===== src/rtl/pwm_timebase_pkg.sv =====
// Package: shared types and control-word field positions for the PWM time base.
// Assumes a 16-bit control word; the field positions are decoded by the top module.
package pwm_timebase_pkg;

    typedef enum logic [1:0] {
        CNT_UP     = 2'b00,
        CNT_DOWN   = 2'b01,
        CNT_UPDOWN = 2'b10,
        CNT_HOLD   = 2'b11
    } cnt_mode_e;

    localparam int CTL_W       = 16;
    localparam int MODE_LSB    = 0;
    localparam int LOADSEL_BIT = 3;
    localparam int FINE_LSB    = 7;
    localparam int COARSE_LSB  = 10;

endpackage


===== src/rtl/pwm_tb_divstage.sv =====
// Module: one prescaler stage. It passes one input pulse out of every (ratio_m1+1).
// Assumes ratio_m1 may change at any time; a count already at or above the new
// limit simply fires on the next input pulse.
module pwm_tb_divstage #(
    parameter int CW = 4
) (
    input  logic          clk,
    input  logic          rst_n,
    input  logic          in_pulse,
    input  logic [CW-1:0] ratio_m1,
    output logic          out_pulse
);

    logic [CW-1:0] cnt_q;

    assign out_pulse = in_pulse && (cnt_q >= ratio_m1);

    // Count input pulses and restart on each output pulse.
    always_ff @(posedge clk) begin
        if (!rst_n) begin
            cnt_q <= '0;
        end else if (in_pulse) begin
            cnt_q <= out_pulse ? '0 : cnt_q + 1'b1;
        end
    end

endmodule


===== src/rtl/pwm_tb_prescaler.sv =====
// Module: two cascaded divider stages that produce the counter tick.
// The fine stage divides by 1 or 2h and the coarse stage divides by 2^c.
// Assumes the field widths are given by DIVF_W.
module pwm_tb_prescaler #(
    parameter int DIVF_W = 3
) (
    input  logic              clk,
    input  logic              rst_n,
    input  logic              tick_in,
    input  logic [DIVF_W-1:0] fine_sel,
    input  logic [DIVF_W-1:0] coarse_sel,
    output logic              tick_out
);

    localparam int FIELD_MAX = (1 << DIVF_W) - 1;
    localparam int FINE_MAX  = 2 * FIELD_MAX;
    localparam int FINE_CW   = $clog2(FINE_MAX);
    localparam int COARSE_CW = FIELD_MAX;
    localparam int TOTAL_MAX = FINE_MAX * (1 << FIELD_MAX);
    localparam int GAP_W     = $clog2(TOTAL_MAX + 1);

    logic [FINE_CW-1:0]   fine_m1;
    logic [COARSE_CW-1:0] coarse_m1;
    logic                 fine_tick;

    // Translate both select fields into terminal counts.
    always_comb begin
        fine_m1   = (fine_sel == '0) ? '0 : FINE_CW'({fine_sel, 1'b0} - 1'b1);
        coarse_m1 = COARSE_CW'((32'd1 << coarse_sel) - 32'd1);
    end

    pwm_tb_divstage #(.CW(FINE_CW)) u_fine (
        .clk      (clk),
        .rst_n    (rst_n),
        .in_pulse (tick_in),
        .ratio_m1 (fine_m1),
        .out_pulse(fine_tick)
    );

    pwm_tb_divstage #(.CW(COARSE_CW)) u_coarse (
        .clk      (clk),
        .rst_n    (rst_n),
        .in_pulse (fine_tick),
        .ratio_m1 (coarse_m1),
        .out_pulse(tick_out)
    );

    // Checker state: count base ticks since the last counter tick.
    logic [GAP_W-1:0] gap_q;
    always_ff @(posedge clk) begin
        if (!rst_n) begin
            gap_q <= '0;
        end else if (tick_out) begin
            gap_q <= '0;
        end else if (tick_in && gap_q < GAP_W'(TOTAL_MAX)) begin
            gap_q <= gap_q + 1'b1;
        end
    end

    // the counter tick never lags more than the largest total divide.
    assert_gap_bound_R6: assert property (@(posedge clk) disable iff (!rst_n)
        tick_in |-> (gap_q < GAP_W'(TOTAL_MAX)));

    // no counter tick in a cycle without a base tick.
    assert_tick_gated_R7: assert property (@(posedge clk) disable iff (!rst_n)
        !tick_in |-> !tick_out);

endmodule


===== src/rtl/pwm_tb_period.sv =====
// Module: double-buffered period register.
// An immediate write goes to the active value and to the buffer. A buffered write
// reaches the active value on the next load pulse, which is a counter tick at zero.
module pwm_tb_period #(
    parameter int W = 16
) (
    input  logic         clk,
    input  logic         rst_n,
    input  logic         wr_en,
    input  logic [W-1:0] wdata,
    input  logic         imm_load,
    input  logic         load_pulse,
    output logic [W-1:0] active_prd
);

    logic [W-1:0] shadow_q;
    logic [W-1:0] active_q;

    // Capture the written value into the buffer.
    always_ff @(posedge clk) begin
        if (!rst_n) begin
            shadow_q <= '0;
        end else if (wr_en) begin
            shadow_q <= wdata;
        end
    end

    // Update the active period, either directly or from the buffer at zero.
    always_ff @(posedge clk) begin
        if (!rst_n) begin
            active_q <= '0;
        end else if (imm_load && wr_en) begin
            active_q <= wdata;
        end else if (!imm_load && load_pulse) begin
            active_q <= shadow_q;
        end
    end

    assign active_prd = active_q;

    // a buffered load copies the buffer as it stood before the edge.
    assert_shadow_copy_R10: assert property (@(posedge clk) disable iff (!rst_n)
        (!imm_load && load_pulse) |=> (active_q == $past(shadow_q)));

    // without a write or a load the active period stays unchanged.
    assert_active_hold_R10: assert property (@(posedge clk) disable iff (!rst_n)
        (!wr_en && !load_pulse) |=> $stable(active_q));

    // an immediate write is visible on the next clock.
    assert_imm_write_R9: assert property (@(posedge clk) disable iff (!rst_n)
        (imm_load && wr_en) |=> (active_q == $past(wdata)));

endmodule


===== src/rtl/pwm_tb_counter.sv =====
// Module: counter core with up, down, up-then-down and hold modes.
// It steps only when `step` is high and registers the zero and period strobes
// together with the count. Assumes the period may change between steps.
module pwm_tb_counter
    import pwm_timebase_pkg::*;
#(
    parameter int W = 16
) (
    input  logic         clk,
    input  logic         rst_n,
    input  logic         step,
    input  cnt_mode_e    mode,
    input  logic [W-1:0] prd,
    output logic [W-1:0] count,
    output logic         dir_down,
    output logic         zero_hit,
    output logic         prd_hit,
    output logic         load_pulse
);

    logic [W-1:0] cnt_q, cnt_nxt;
    logic         dir_q, dir_nxt;
    logic         zero_q, prd_q;

    // Work out the next count and direction for the selected mode.
    always_comb begin
        cnt_nxt = cnt_q;
        dir_nxt = dir_q;
        unique case (mode)
            CNT_UP: begin
                dir_nxt = 1'b0;
                cnt_nxt = (cnt_q >= prd) ? '0 : cnt_q + 1'b1;
            end
            CNT_DOWN: begin
                dir_nxt = 1'b1;
                cnt_nxt = (cnt_q == '0 || cnt_q > prd) ? prd : cnt_q - 1'b1;
            end
            CNT_UPDOWN: begin
                if (prd == '0) begin
                    cnt_nxt = '0;
                end else if (!dir_q) begin
                    if (cnt_q >= prd) begin
                        cnt_nxt = cnt_q - 1'b1;
                        dir_nxt = 1'b1;
                    end else begin
                        cnt_nxt = cnt_q + 1'b1;
                    end
                end else begin
                    if (cnt_q == '0) begin
                        cnt_nxt = cnt_q + 1'b1;
                        dir_nxt = 1'b0;
                    end else begin
                        cnt_nxt = cnt_q - 1'b1;
                    end
                end
            end
            default: begin
                cnt_nxt = cnt_q;
                dir_nxt = dir_q;
            end
        endcase
    end

    // Advance the count and direction on each prescaled tick.
    always_ff @(posedge clk) begin
        if (!rst_n) begin
            cnt_q <= '0;
            dir_q <= 1'b0;
        end else if (step) begin
            cnt_q <= cnt_nxt;
            dir_q <= dir_nxt;
        end
    end

    // Register the one-clock event strobes in step with the count.
    always_ff @(posedge clk) begin
        if (!rst_n) begin
            zero_q <= 1'b0;
            prd_q  <= 1'b0;
        end else begin
            zero_q <= step && (mode != CNT_HOLD) && (cnt_nxt == '0);
            prd_q  <= step && (mode != CNT_HOLD) && (cnt_nxt == prd);
        end
    end

    assign count      = cnt_q;
    assign dir_down   = dir_q;
    assign zero_hit   = zero_q;
    assign prd_hit    = prd_q;
    assign load_pulse = step && (cnt_q == '0);

    // a frozen counter keeps its value.
    assert_hold_stable_R5: assert property (@(posedge clk) disable iff (!rst_n)
        (mode == CNT_HOLD) |=> $stable(cnt_q));

    // without a tick the count does not move.
    assert_no_step_R7: assert property (@(posedge clk) disable iff (!rst_n)
        !step |=> $stable(cnt_q));

    // the zero strobe is seen only with a zero count.
    assert_zero_flag_R8: assert property (@(posedge clk) disable iff (!rst_n)
        zero_q |-> (cnt_q == '0));

    // in up mode a count at or above the period returns to zero.
    assert_up_wrap_R2: assert property (@(posedge clk) disable iff (!rst_n)
        (mode == CNT_UP && step && cnt_q >= prd) |=> (cnt_q == '0));

    // in down mode a count of zero reloads the period.
    assert_down_reload_R3: assert property (@(posedge clk) disable iff (!rst_n)
        (mode == CNT_DOWN && step && cnt_q == '0) |=> (cnt_q == $past(prd)));

    // in up-then-down mode the direction turns upward at zero.
    assert_bottom_turn_R4: assert property (@(posedge clk) disable iff (!rst_n)
        (mode == CNT_UPDOWN && step && dir_q && cnt_q == '0 && prd != '0)
        |=> !dir_q);

endmodule


===== src/rtl/pwm_timebase.sv =====
// Module: top of the PWM time base. It holds the control word and connects the
// prescaler, the period buffer and the counter core.
// Assumes a single clock domain and writes of whole words.
module pwm_timebase
    import pwm_timebase_pkg::*;
#(
    parameter int CNT_W  = 16,
    parameter int DIVF_W = 3
) (
    input  logic             clk,
    input  logic             rst_n,
    input  logic             tick_en,
    input  logic             ctl_wr,
    input  logic [CTL_W-1:0] ctl_wdata,
    input  logic             prd_wr,
    input  logic [CNT_W-1:0] prd_wdata,
    output logic [CNT_W-1:0] tb_count,
    output logic             tb_dir_down,
    output logic             tb_zero,
    output logic             tb_period
);

    cnt_mode_e         mode_q;
    logic              imm_q;
    logic [DIVF_W-1:0] fine_q;
    logic [DIVF_W-1:0] coarse_q;
    logic              cnt_tick;
    logic              load_pulse;
    logic [CNT_W-1:0]  active_prd;
    logic              ctl_spare_unused;

    assign ctl_spare_unused = ^{ctl_wdata[CTL_W-1:COARSE_LSB+DIVF_W],
                                ctl_wdata[FINE_LSB-1:LOADSEL_BIT+1],
                                ctl_wdata[LOADSEL_BIT-1:MODE_LSB+2]};

    // Decode a control-word write into the mode, load and divide fields.
    always_ff @(posedge clk) begin
        if (!rst_n) begin
            mode_q   <= CNT_HOLD;
            imm_q    <= 1'b0;
            fine_q   <= '0;
            coarse_q <= '0;
        end else if (ctl_wr) begin
            mode_q   <= cnt_mode_e'(ctl_wdata[MODE_LSB +: 2]);
            imm_q    <= ctl_wdata[LOADSEL_BIT];
            fine_q   <= ctl_wdata[FINE_LSB +: DIVF_W];
            coarse_q <= ctl_wdata[COARSE_LSB +: DIVF_W];
        end
    end

    pwm_tb_prescaler #(.DIVF_W(DIVF_W)) u_prescaler (
        .clk       (clk),
        .rst_n     (rst_n),
        .tick_in   (tick_en),
        .fine_sel  (fine_q),
        .coarse_sel(coarse_q),
        .tick_out  (cnt_tick)
    );

    pwm_tb_period #(.W(CNT_W)) u_period (
        .clk       (clk),
        .rst_n     (rst_n),
        .wr_en     (prd_wr),
        .wdata     (prd_wdata),
        .imm_load  (imm_q),
        .load_pulse(load_pulse),
        .active_prd(active_prd)
    );

    pwm_tb_counter #(.W(CNT_W)) u_counter (
        .clk       (clk),
        .rst_n     (rst_n),
        .step      (cnt_tick),
        .mode      (mode_q),
        .prd       (active_prd),
        .count     (tb_count),
        .dir_down  (tb_dir_down),
        .zero_hit  (tb_zero),
        .prd_hit   (tb_period),
        .load_pulse(load_pulse)
    );

    // the first clock after reset shows a cleared, quiet counter.
    assert_reset_state_R1: assert property (@(posedge clk) disable iff (!rst_n)
        $rose(rst_n) |-> (tb_count == '0 && !tb_zero && !tb_period && !tb_dir_down));

endmodule


===== config.mk =====
export PLATFORM = sky130hd
export DESIGN_NAME = pwm_timebase
export DESIGN_NICKNAME = d
export VERILOG_FILES = /design/src/rtl/pwm_timebase_pkg.sv /design/src/rtl/pwm_tb_divstage.sv /design/src/rtl/pwm_tb_prescaler.sv /design/src/rtl/pwm_tb_period.sv /design/src/rtl/pwm_tb_counter.sv /design/src/rtl/pwm_timebase.sv
export SDC_FILE = /design/constraint.sdc
export NUM_CORES = 1
export LEC_CHECK = 0
export ABC_AREA = 0
export BUFFER_PORTS_ARGS = -buffer_cell sky130_fd_sc_hd__buf_2
export CAP_MARGIN = 40
export CORE_UTILIZATION = 53
export CTS_CLUSTER_SIZE = 14
export DETAILED_ROUTE_END_ITERATION = 6
export GPL_TIMING_DRIVEN = 0
export PLACE_DENSITY = 0.71
export SLEW_MARGIN = 30
export SYNTH_ARGS = -nofsm -noshare
export SYNTH_HDL_FRONTEND = slang
export SYNTH_HIERARCHICAL = 1
export SYNTH_SLANG_ARGS = --single-unit

===== constraint.sdc =====
create_clock -name clk -period 4.6 [get_ports clk]
set_input_delay 0.69 -clock clk [delete_from_list [all_inputs] [get_ports clk]]
set_output_delay 0.69 -clock clk [all_outputs]
set_load 0.05 [all_outputs]

==> summary.md <==
| Metric | Value |
|---|---|
| Post-synthesis average cell area | 8.30 um^2 |
| GPL Wtd Cong | 1.04 |
| Drc violations | 0 |
| Routed length on met2 | 8860 um |
| Synthesized net count | 809 |
| Commonest non-fill, non-tap cell in the layout | dfxtp_1 |
| CP Capture Type | flop |
| N_diodes | 0 |
| Max Cap Violations | 0 |
| Maximum vdd drop | 244 uV |
| Die width | 109 um |
| Number of global-route vias before repair | 5932 |
| Top layer in use | met4 |
| Vias per inst | 6.70 |
| Tot GR Track Use | 0.348 |
| Synth cell types | 97 |
| Area contributors post-synth | dfxtp_1 (23%), ha_1 (7.8%), mux2i_1 (5.6%) |
| Metal3 WL | 2060 um |
| Crit Path Category | flop to flop |
| Unrepaired setup endpoints after global routing | false |
| Initial Util | 0.552 |
| Routed met1 length | 7980 um |
| Clock skew | 10.4 ps |
| Filler cells | 995 |
| Clock Pin Slew Worst Setup and Hold Paths | 60 ps |
| Wire per inst | 21.1 um |
| Post-route minimum period | 4390 ps |
| Final Hold Vio Count | 0 |
| Flops & latches, synth | 71 |
| Largest area contributor in the netlist | dfxtp_1 |
| Data arrival, critical path | 4620 ps |
| Clock Root Buffer | clkbuf_16 |
| DRT antenna net count | 0 |
| CTS Sinks | 71 |
| Post-synth top area share | 0.233 |
| Post-DP HPWL | 15300 um |
| DRT iter0 DRCs | 769 |
| Most frequent cells in the layout | dfxtp_1 (71), buf_2 (54), nand2_1 (50), nor2_1 (45), inv_1 (40) |
| Largest net degree at the start of global routing | 21 |
| CTS H-tree depth | 3 |
| Relative slew slack | 0.352 |
| Area of the multi-input gates | 4250 um^2 |
| Crit Path Max Fanout | 10 |
| Power Dens Cells | 394 nW/um^2 |
| Slew Limit Fails | 0 |
| WL final | 19800 um |
| Worst hold path class | flop to flop |
| FFs w/ async S/R, synth | 0 |
| Startpoint Class | flop |
| Critical Path RT | 4830 ps |
| Die height | 109 um |
| Final setup vio count | 0 |
| Slew @ Worst Pin | 964 ps |
| Global-route wire length before repair | 31100 um |
| Later-pin clock latency in the skew report | 340 ps |
| Post-synthesis sequential area ratio | 0.233 |
| Iteration count of the initial detailed-routing pass | 7 |
| Setup TNS | 0 ps |
| Lkg Pwr | 0.00275 uW |
| Area growth, synth to finish | 12.3% |
| Status | finished clean |
| IO buf count | 45 |
| Mapped Cells | 734 |
| Nets@finish | 865 |
| Non-Filler Instances | 935 |
| Grt ovf | 0 |
| # rows | 38 |
| Boundary pin count | 56 |
| Fmax | 0.228 GHz |
| Dpl cells | 919 |
| Die Area | 11900 um^2 |
| CTS Buf Count | 9 |
| Via count | 6263 |
| Sequential cell area | 1420 um^2 |
| Core Region | 11000 um^2 |
| Fin crit share | 0.954 |
| CTS max path bufs | 2 |
| Yosys Warn Count | 6 |
| Ys flop type | dfxtp_1 |
| # hold bufs at CTS | 0 |
| Synth Cell Area | 6090 um^2 |
| Initial antenna violation count | 0 |
| Layout cells sized above 1 | 0.158 |
| CTS tree | done |
| Number of synthesized flops with an enable pin | 0 |
[metal layers]
layer  vias to the layer above  track usage
met2                       403        0.552
met5                         -            0
met1                      2928        0.434
li1                       2849            -
met4                         0        0.169
met3                        83       0.0932
[cells in the mapped netlist (4+ instances only)]
library cell and number:
o211ai_1 13, nand3_1 18, nand4_1 18, o2111ai_1 5
or3b_1 13, xor2_1 12, buf_4 4, ha_1 38
a31oi_1 8, a211oi_1 8, nor2b_1 31, or3_1 11
o311a_1 4, nand3b_1 16, nor4_1 9, a21o_1 5
o21ai_1 4, nor3_1 19, nor2_1 45, nand2b_1 5
buf_2 9, and2_1 6, o2111a_1 18, a21oi_1 27
nand2_1 50, o211a_1 10, clkbuf_1 31, o21a_1 4
and3_1 5, buf_6 5, o31ai_1 6, mux2i_1 34
dfxtp_1 71, or4_1 5, xnor2_1 16, o21ai_0 18
inv_1 40
[final cells by class]
type / instances / share of cell area
multi-input cells: 569 / 0.622
flip-flops and latches: 71 / 0.208
plain buffers: 53 / 0.0397
clock buffers: 10 / 0.0335
repair buffers: 45 / 0.0329
well taps: 140 / 0.0256
inverters: 41 / 0.0225
clock inverters: 6 / 0.0159
[path summary, 6_finish.rpt]
path / start / endpoint / slack, ps / cells after the start
worst max-delay path: u_period/active_prd[11]$_SDFFE_PN0P_ / u_counter/prd_hit$_SDFF_PN0_ / 210 / 15
worst min-delay path: u_period/shadow_q[0]$_SDFFE_PN0P_ / u_period/shadow_q[0]$_SDFFE_PN0P_ / 520 / 2
worst min register to register: u_period/shadow_q[0]$_SDFFE_PN0P_ / u_period/shadow_q[0]$_SDFFE_PN0P_ / 520 / 2
worst max register to register: u_period/active_prd[11]$_SDFFE_PN0P_ / u_counter/prd_hit$_SDFF_PN0_ / 210 / 15
[cells by family after synthesis]
| family | Yosys count | synth area share |
|---|---|---|
| multiplexers | 38 | 0.0639 |
| AO/OA/AOI/OAI | 178 | 0.239 |
| buffers and inverters | 94 | 0.0690 |
| adder cells (fa/ha/maj) | 38 | 0.0781 |
| flip-flops | 71 | 0.233 |
| AND/OR/NAND/NOR | 287 | 0.276 |
| XOR/XNOR | 28 | 0.0403 |
[flip-flops by register name (all words and copies together) (netlist names)]
signal                      cells
u_prescaler/u_fine/cnt_q        4
fine_q                          3
u_counter/zero_hit              1
coarse_q                        3
u_counter/count                16
imm_q                           1
u_period/shadow_q              16
u_counter/prd_hit               1
u_counter/dir_down              1
u_prescaler/u_coarse/cnt_q      7
u_period/active_prd            16
mode_q                          2
[metrics by stage]
stage	hold WS (ps)	util	power (uW)	instance area, um^2	setup WS, ps
6_report	518	0.620	2690	6840	212
5_1_grt	540	0.620	2810	6840	5.75
4_1_cts	520	0.620	2660	6830	2.80
3_5_place_dp	505	0.589	1860	6500	36.8
3_3_place_gp	498	0.588	1840	6490	29.8
2_1_floorplan	474	-	1550	6090	808
[where the power goes]
| group | leakage (uW) | switching (uW) | total, uW | internal (uW) |
|---|---|---|---|---|
| logic | 0.00201 | 773 | 1180 | 408 |
| clock network | 0.000166 | 263 | 791 | 528 |
| registers | 0.000580 | 58.9 | 720 | 661 |
[timing repair]
action | in CTS | in global routing
setup endpoints to repair | 0 | 2
buffers inserted | 0 | 0
gates resized for setup | 0 | 8
endpoints found under the hold margin | 0 | 0
[worst max-delay path, cell delays in order (launching register included)]
cell and delay, ps:
dfxtp_1 500, inv_1 180, ha_1 360, nand4_1 80, or2_2 350, a211oi_1 360
or4_1 170, buf_2 200, buf_4 200, buf_2 240, a21oi_1 120, a221oi_1 610
a211o_2 240, o311a_1 170, nand4_1 120, nor4_1 360
(Power assumes the default switching activity.)
